$ cat src/rtl/mcam_pkg.sv
// Shared types and constants for the masked indirect access controller.
package mcam_pkg;
    typedef enum logic [1:0] {
        STEP_HOLD = 2'd0,
        STEP_UP   = 2'd1,
        STEP_DOWN = 2'd2
    } step_e;

    localparam logic [5:0] OPF_PLAIN = 6'b000000;
    localparam logic [5:0] OPF_UP    = 6'b100110;
    localparam logic [5:0] OPF_DOWN  = 6'b100111;
endpackage

$ cat src/rtl/mcam_decode.sv
// Command decoder. It turns the strobes and the address/control bus into an
// access (read or write), the entry address, a mask selector and an address step.
// Assumes CMD_W >= 9 and ADDR_W <= CMD_W.
module mcam_decode
    import mcam_pkg::*;
#(
    parameter int CMD_W  = 12,
    parameter int ADDR_W = 6,
    parameter int MSEL_W = 3
) (
    input  logic              clk,
    input  logic              rst_n,
    input  logic              cmd_valid,
    input  logic              wr_n,
    input  logic              av_n,
    input  logic [CMD_W-1:0]  ac,
    input  logic [ADDR_W-1:0] areg,
    input  logic [MSEL_W-1:0] cfg_msel,
    output logic              rd_en,
    output logic              wr_en,
    output logic [ADDR_W-1:0] acc_addr,
    output logic [MSEL_W-1:0] msel,
    output step_e             step
);
    logic [5:0] opf;
    assign opf = {ac[8:6], ac[2:0]};

    // Decode direct or indirect command into access controls.
    always_comb begin
        rd_en    = 1'b0;
        wr_en    = 1'b0;
        acc_addr = areg;
        msel     = '0;
        step     = STEP_HOLD;
        if (cmd_valid) begin
            if (!av_n) begin
                acc_addr = ac[ADDR_W-1:0];
                rd_en    = wr_n;
                wr_en    = !wr_n;
                msel     = cfg_msel;
            end else begin
                case (opf)
                    OPF_PLAIN: begin
                        rd_en = wr_n;
                        wr_en = !wr_n;
                        msel  = ac[5:3];
                    end
                    OPF_UP: begin
                        rd_en = wr_n;
                        wr_en = !wr_n;
                        msel  = ac[5:3];
                        step  = STEP_UP;
                    end
                    OPF_DOWN: begin
                        if (!wr_n) begin
                            wr_en = 1'b1;
                            msel  = ac[5:3];
                            step  = STEP_DOWN;
                        end
                    end
                    default: ;
                endcase
            end
        end
    end


    step_needs_access_chk: assert property (@(posedge clk) disable iff (!rst_n)
        (step != STEP_HOLD) |-> (rd_en || wr_en));

    direct_no_step_chk: assert property (@(posedge clk) disable iff (!rst_n)
        (cmd_valid && !av_n) |-> (step == STEP_HOLD));
endmodule

$ cat src/rtl/mcam_regs.sv
// Register file: the address register, mask registers 1..NMASK-1 (mask 0 is
// fixed at all-zero, which means "update all bits") and the direct-write
// mask selector. The selected write mask comes out combinationally.
module mcam_regs
    import mcam_pkg::*;
#(
    parameter int DATA_W  = 32,
    parameter int ADDR_W  = 6,
    parameter int MSEL_W  = 3,
    localparam int NMASK   = 1 << MSEL_W,
    localparam int LDSEL_W = $clog2(NMASK + 1)
) (
    input  logic               clk,
    input  logic               rst_n,
    input  logic               ld_en,
    input  logic [LDSEL_W-1:0] ld_sel,
    input  logic [DATA_W-1:0]  ld_data,
    input  step_e              step,
    input  logic [MSEL_W-1:0]  msel,
    output logic [ADDR_W-1:0]  areg,
    output logic [MSEL_W-1:0]  cfg_msel,
    output logic [DATA_W-1:0]  wmask
);
    logic [DATA_W-1:0] mask_q [NMASK];
    logic              ld_areg;
    assign ld_areg = ld_en && (ld_sel == LDSEL_W'(0));

    // Address register: a load wins over the post-access step.
    always_ff @(posedge clk) begin
        if (!rst_n)        areg <= '0;
        else if (ld_areg)  areg <= ld_data[ADDR_W-1:0];
        else if (step == STEP_UP)   areg <= areg + 1'b1;
        else if (step == STEP_DOWN) areg <= areg - 1'b1;
    end

    // Direct-write mask selector.
    always_ff @(posedge clk) begin
        if (!rst_n) cfg_msel <= '0;
        else if (ld_en && ld_sel == LDSEL_W'(NMASK)) cfg_msel <= ld_data[MSEL_W-1:0];
    end

    for (genvar g = 0; g < NMASK; g++) begin : g_mask
        if (g == 0) begin : g_fixed
            assign mask_q[g] = '0;
        end else begin : g_reg
            // Loadable mask register g.
            always_ff @(posedge clk) begin
                if (!rst_n) mask_q[g] <= '0;
                else if (ld_en && ld_sel == LDSEL_W'(g)) mask_q[g] <= ld_data;
            end
        end
    end

    assign wmask = mask_q[msel];


    areg_up_chk: assert property (@(posedge clk) disable iff (!rst_n)
        (!ld_areg && step == STEP_UP) |=> (areg == ADDR_W'($past(areg) + 1'b1)));

    areg_down_chk: assert property (@(posedge clk) disable iff (!rst_n)
        (!ld_areg && step == STEP_DOWN) |=> (areg == ADDR_W'($past(areg) - 1'b1)));

    areg_hold_chk: assert property (@(posedge clk) disable iff (!rst_n)
        (!ld_areg && step == STEP_HOLD) |=> $stable(areg));

    areg_load_chk: assert property (@(posedge clk) disable iff (!rst_n)
        ld_areg |=> (areg == $past(ld_data[ADDR_W-1:0])));
endmodule

$ cat src/rtl/mcam_array.sv
// Data array with a validity flag per entry. A write merges new data under the
// mask (a 0 mask bit takes new data) and stores the flag. A read registers the
// data and flag, and the outputs hold between reads. Data words are not reset.
module mcam_array #(
    parameter int DATA_W = 32,
    parameter int ADDR_W = 6,
    localparam int DEPTH = 1 << ADDR_W
) (
    input  logic              clk,
    input  logic              rst_n,
    input  logic              rd_en,
    input  logic              wr_en,
    input  logic [ADDR_W-1:0] addr,
    input  logic [DATA_W-1:0] din,
    input  logic              vld_in,
    input  logic [DATA_W-1:0] wmask,
    output logic [DATA_W-1:0] rd_data,
    output logic              rd_vld
);
    logic [DATA_W-1:0] mem [DEPTH];
    logic [DEPTH-1:0]  vld;

    // Masked data write.
    always_ff @(posedge clk) begin
        if (rst_n && wr_en) mem[addr] <= (mem[addr] & wmask) | (din & ~wmask);
    end

    // Validity flags: cleared at reset, set or cleared on each write.
    always_ff @(posedge clk) begin
        if (!rst_n)     vld <= '0;
        else if (wr_en) vld[addr] <= vld_in;
    end

    // Registered read port.
    always_ff @(posedge clk) begin
        if (!rst_n) begin
            rd_data <= '0;
            rd_vld  <= 1'b0;
        end else if (rd_en) begin
            rd_data <= mem[addr];
            rd_vld  <= vld[addr];
        end
    end


    rd_hold_chk: assert property (@(posedge clk) disable iff (!rst_n)
        !rd_en |=> ($stable(rd_data) && $stable(rd_vld)));

    wr_flag_chk: assert property (@(posedge clk) disable iff (!rst_n)
        wr_en |=> (vld[$past(addr)] == $past(vld_in)));

    full_mask_keep_chk: assert property (@(posedge clk) disable iff (!rst_n)
        (wr_en && wmask == '1) |=> (mem[$past(addr)] === $past(mem[addr])));

    reset_clear_chk: assert property (@(posedge clk) disable iff (!rst_n)
        $rose(rst_n) |-> (vld == '0 && !rd_vld && rd_data == '0));
endmodule

$ cat src/rtl/mcam_access.sv
// Top of the masked indirect access controller. It connects the decoder, the
// register file and the data array. Assumes one command per clock, and that
// read results are taken from dout/vb_out_n one clock after the command.
module mcam_access
    import mcam_pkg::*;
#(
    parameter int CMD_W  = 12,
    parameter int DATA_W = 32,
    parameter int ADDR_W = 6,
    parameter int MSEL_W = 3,
    localparam int LDSEL_W = $clog2((1 << MSEL_W) + 1)
) (
    input  logic               clk,
    input  logic               rst_n,
    input  logic               cmd_valid,
    input  logic               wr_n,
    input  logic               av_n,
    input  logic [CMD_W-1:0]   ac,
    input  logic [DATA_W-1:0]  din,
    input  logic               vb_in_n,
    input  logic               ld_en,
    input  logic [LDSEL_W-1:0] ld_sel,
    input  logic [DATA_W-1:0]  ld_data,
    output logic [DATA_W-1:0]  dout,
    output logic               vb_out_n
);
    logic              rd_en, wr_en, rd_vld;
    logic [ADDR_W-1:0] acc_addr, areg;
    logic [MSEL_W-1:0] msel, cfg_msel;
    logic [DATA_W-1:0] wmask;
    step_e             step;

    mcam_decode #(.CMD_W(CMD_W), .ADDR_W(ADDR_W), .MSEL_W(MSEL_W)) u_dec (
        .clk(clk), .rst_n(rst_n), .cmd_valid(cmd_valid), .wr_n(wr_n), .av_n(av_n),
        .ac(ac), .areg(areg), .cfg_msel(cfg_msel), .rd_en(rd_en), .wr_en(wr_en),
        .acc_addr(acc_addr), .msel(msel), .step(step)
    );

    mcam_regs #(.DATA_W(DATA_W), .ADDR_W(ADDR_W), .MSEL_W(MSEL_W)) u_regs (
        .clk(clk), .rst_n(rst_n), .ld_en(ld_en), .ld_sel(ld_sel), .ld_data(ld_data),
        .step(step), .msel(msel), .areg(areg), .cfg_msel(cfg_msel), .wmask(wmask)
    );

    mcam_array #(.DATA_W(DATA_W), .ADDR_W(ADDR_W)) u_arr (
        .clk(clk), .rst_n(rst_n), .rd_en(rd_en), .wr_en(wr_en), .addr(acc_addr),
        .din(din), .vld_in(!vb_in_n), .wmask(wmask), .rd_data(dout), .rd_vld(rd_vld)
    );

    assign vb_out_n = !rd_vld;
endmodule

$ cat config.mk
export PLATFORM = sky130hd
export DESIGN_NAME = mcam_access
export DESIGN_NICKNAME = d
export VERILOG_FILES = /design/src/rtl/mcam_pkg.sv /design/src/rtl/mcam_decode.sv /design/src/rtl/mcam_regs.sv /design/src/rtl/mcam_array.sv /design/src/rtl/mcam_access.sv
export SDC_FILE = /design/constraint.sdc
export NUM_CORES = 2
export LEC_CHECK = 0
export BUFFER_PORTS_ARGS = -buffer_cell sky130_fd_sc_hd__buf_2
export CAP_MARGIN = 30
export CORE_ASPECT_RATIO = 0.9
export CORE_UTILIZATION = 60
export DETAILED_ROUTE_END_ITERATION = 7
export PLACE_DENSITY = 0.87
export SLEW_MARGIN = 25
export SYNTH_ARGS = -nofsm -noshare
export SYNTH_HDL_FRONTEND = slang
export SYNTH_HIERARCHICAL = 1
export SYNTH_SLANG_ARGS = --single-unit
$ cat constraint.sdc
create_clock -name clk -period 6.6 [get_ports clk]
set_input_delay 1.32 -clock clk [delete_from_list [all_inputs] [get_ports clk]]
set_output_delay 1.32 -clock clk [all_outputs]
set_load 0.05 [all_outputs]
==> summary.md <==
| Metric | Value |
|---|---|
| Number of synthesized register bits | `2378` |
| Worst path top cell family by delay | `compound AO/OA/AOI/OAI gates` |
| Dpl cells | `8136` |
| WP depth | `10` |
| Main flop type after synthesis | `edfxtp_1` |
| CTS Buf Count | `215` |
| Syn Std Cell Area | `93400 µm²` |
| Worst VDD drop | `0.280 mV` |
| # setup viols final | `0` |
| Level count of the clock H-tree | `4` |
| Post-route ant nets | `0` |
| Synth unique cells | `90` |
| Initial Util | `0.608` |
| Clock Latency Late Sink | `0.90 ns` |
| Area Overhead vs Synth | `13.0%` |
| Crit share post-route | `0.834` |
| CP max stage delay | `0.97 ns` |
| IO Pins | `120` |
| Part of the Yosys area used for sequential elements | `0.729` |
| Leak | `33.0 nW` |
| Cts hold-fix bufs | `0` |
| Slew margin rel. | `0.237` |
| Placed inst area | `98400 µm²` |
| Final core utilization | `0.687` |
| Post-Synthesis Cells | `6135` |
| Dpl ws | `0.471 ns` |
| CTS resizes | `0` |
| Avg Cell Area, Syn | `15.2 µm²` |
| CP Launch Type | `input port` |
| Nets | `6385` |
| Slowest-stage cell, CP | `nor4_4` |
| Crit end category | `flip-flop` |
| Final min period | `5.51 ns` |
| Port bufs | `116` |
| Layout cell share with drive strength beyond 1 | `0.168` |
| Routed wire length | `289000 µm` |
| Outcome | `finished, violations left` |
| Via count | `64000` |
| Setup TNS | `0 ns` |
| Final Max Slew Viols | `0` |
| Hold_ws | `0.450 ns` |
| Post-DP HPWL | `158000 µm` |
| Clock skew | `0.0682 ns` |
| Number of remaining DRC errors | `11` |
| FFs w/ async S/R, synth | `0` |
| Least-Margin Pin Slew | `1.14 ns` |
| Die Y | `376 µm` |
| TritonCTS clock tree | `done` |
| Overall power | `30.7 mW` |
| Max-cap violations | `0` |
| Fin area | `106000 µm²` |
| Global Route Usage Sum | `0.361` |
| CP Data Arrival Time | `6.14 ns` |
| Top post-synthesis cells by area | `edfxtp_1 (66%), dfxtp_1 (7.1%), a22oi_1 (2.9%)` |
| Critical path type | `in2reg` |
| Setup Fix Bufs, Post-CTS | `0` |
| Routed vias/inst | `7.49` |
| GRT overflow | `0` |
| Initial antenna violation count | `13` |
| WP buf/inv | `3` |
| Core area | `154000 µm²` |
| Worst EP required | `7.24 ns` |
| Fin cells | `8553` |
| Final hold viol count | `0` |
| Failing checks | `design-rule violations` |
| Initial drt markers | `12200` |
| Worst Hold Depth | `2` |
| First-pass GRT wire length | `415000 µm` |
| Row cnt | `136` |
| Die W | `418 µm` |
| Synth top area share | `0.658` |
| Final GP Congestion | `0.934` |
| Hold/Removal Path Class | `reg2reg` |
| Deepest clock path buffer count | `3` |
| Setup ws final | `1.09 ns` |
| Reg clk slew, reported paths | `0.07 ns` |
| Post-synth top cells | `edfxtp_1 (2048), nand2_1 (531), a22oi_1 (361)` |
| Critical path, cell by cell | `buf_2 > nand2b_1 > mux2_8 > inv_2 > a21oi_1 > o41ai_1 > o2111ai_1 > nor4_4 > a21oi_4 > buf_12` |
| CTS sink cnt | `2378` |
| Most frequent cell after synthesis | `edfxtp_1` |
| Root buffer cell | `clkbuf_16` |
| Fill cells | `8599` |
| Cell Pwr Density | `291 nW/µm²` |
| Synth Warn # | `6` |
| Post-synth EDFFs | `2048` |
| Syn_nets | `6227` |
| DR pass1 iterations | `8` |
| Die Area | `157000 µm²` |
| Largest net degree at the start of global routing | `134` |
| Routed len/inst | `33.8 µm` |
| Largest area contributor in the netlist | `edfxtp_1` |
| Reg2Reg Depth | `9` |
| F_max | `0.182 GHz` |
| CP Max Fanout | `35` |
| RSZ-0062 raised after global routing | `no` |
| Vias in the first global route | `63500` |
==> layout make-up <==
cell class                 instances  area (µm²)  share of cell area
clock buffer                     273        5700              0.0540
clock inverter                   126        1240              0.0117
timing repair buffer             434        3790              0.0359
multi-input combinational       3222       23900               0.227
sequential                      2378       68100               0.645
tap                             2070        2590              0.0245
antenna                            8        20.0            0.000190
inverter                          42         160             0.00152
==> registers in the layout (all words and copies together), names as in the netlist <==
signal           flops
u_arr/mem         2048
u_regs/mask_q      224
u_arr/vld           64
u_arr/rd_data       32
u_regs/areg          6
u_regs/cfg_msel      3
u_arr/rd_vld         1
==> where the power goes <==
group          switching, mW  internal [mW]
sequential            0.0241           16.4
combinational           1.41          0.560
clock                   5.69           6.71
==> cell usage in the layout (no fill, tap or decap), types with 122 or more instances in the layout <==
| master | synthesis | routed |
|---|---|---|
| a21boi_0 | 166 | 166 |
| mux2i_1 | 170 | 170 |
| buf_4 | 22 | 250 |
| a21boi_1 | 123 | 123 |
| nor2_1 | 202 | 138 |
| a221oi_1 | 280 | 280 |
| mux2_2 | 125 | 122 |
| dfxtp_1 | 330 | 330 |
| edfxtp_1 | 2048 | 2048 |
| nand2_1 | 531 | 531 |
| a22oi_1 | 361 | 361 |
| o21ai_0 | 161 | 160 |
| o22ai_1 | 199 | 199 |
| clkbuf_16 | 0 | 215 |
==> tightest hold or removal path: stages (launching register included) <==
cell      delay [ns]
dfxtp_1         0.31
nand2_1         0.05
a21boi_1        0.05
==> cells by family (layout without fill, tap and decap cells) <==
group | Yosys count | count (layout) | share of synthesized area
compound gates | 1814 | 1814 | 0.148
xor+xnor | 4 | 4 | 0.000375
fa+ha+maj | 5 | 5 | 0.000750
buf+inv | 535 | 875 | 0.0272
flops | 2378 | 2378 | 0.729
mux | 340 | 340 | 0.0435
other cells | 0 | 8 | 0
simple gates | 1059 | 1059 | 0.0515
==> worst paths after layout <==
check | to | startpoint | slack, ns
max reg2reg | u_arr/mem[45][0] | u_regs/areg[0] | 1.81
min reg2reg | u_regs/mask_q[26] | u_regs/mask_q[26] | 0.45
min | u_regs/mask_q[26] | u_regs/mask_q[26] | 0.45
max | u_arr/mem[45][0] | av_n | 1.09
==> routing by layer <==
metal,routed length [µm],up-vias,track usage,share of wire
met5,66,-,0,0.00023
met2,126000,6835,0.537,0.44
li1,-,24900,-,-
met1,86700,30600,0.440,0.30
met4,26800,10,0.274,0.093
met3,48900,1698,0.119,0.17
No activity file was read; power rests on OpenSTA's default activity.
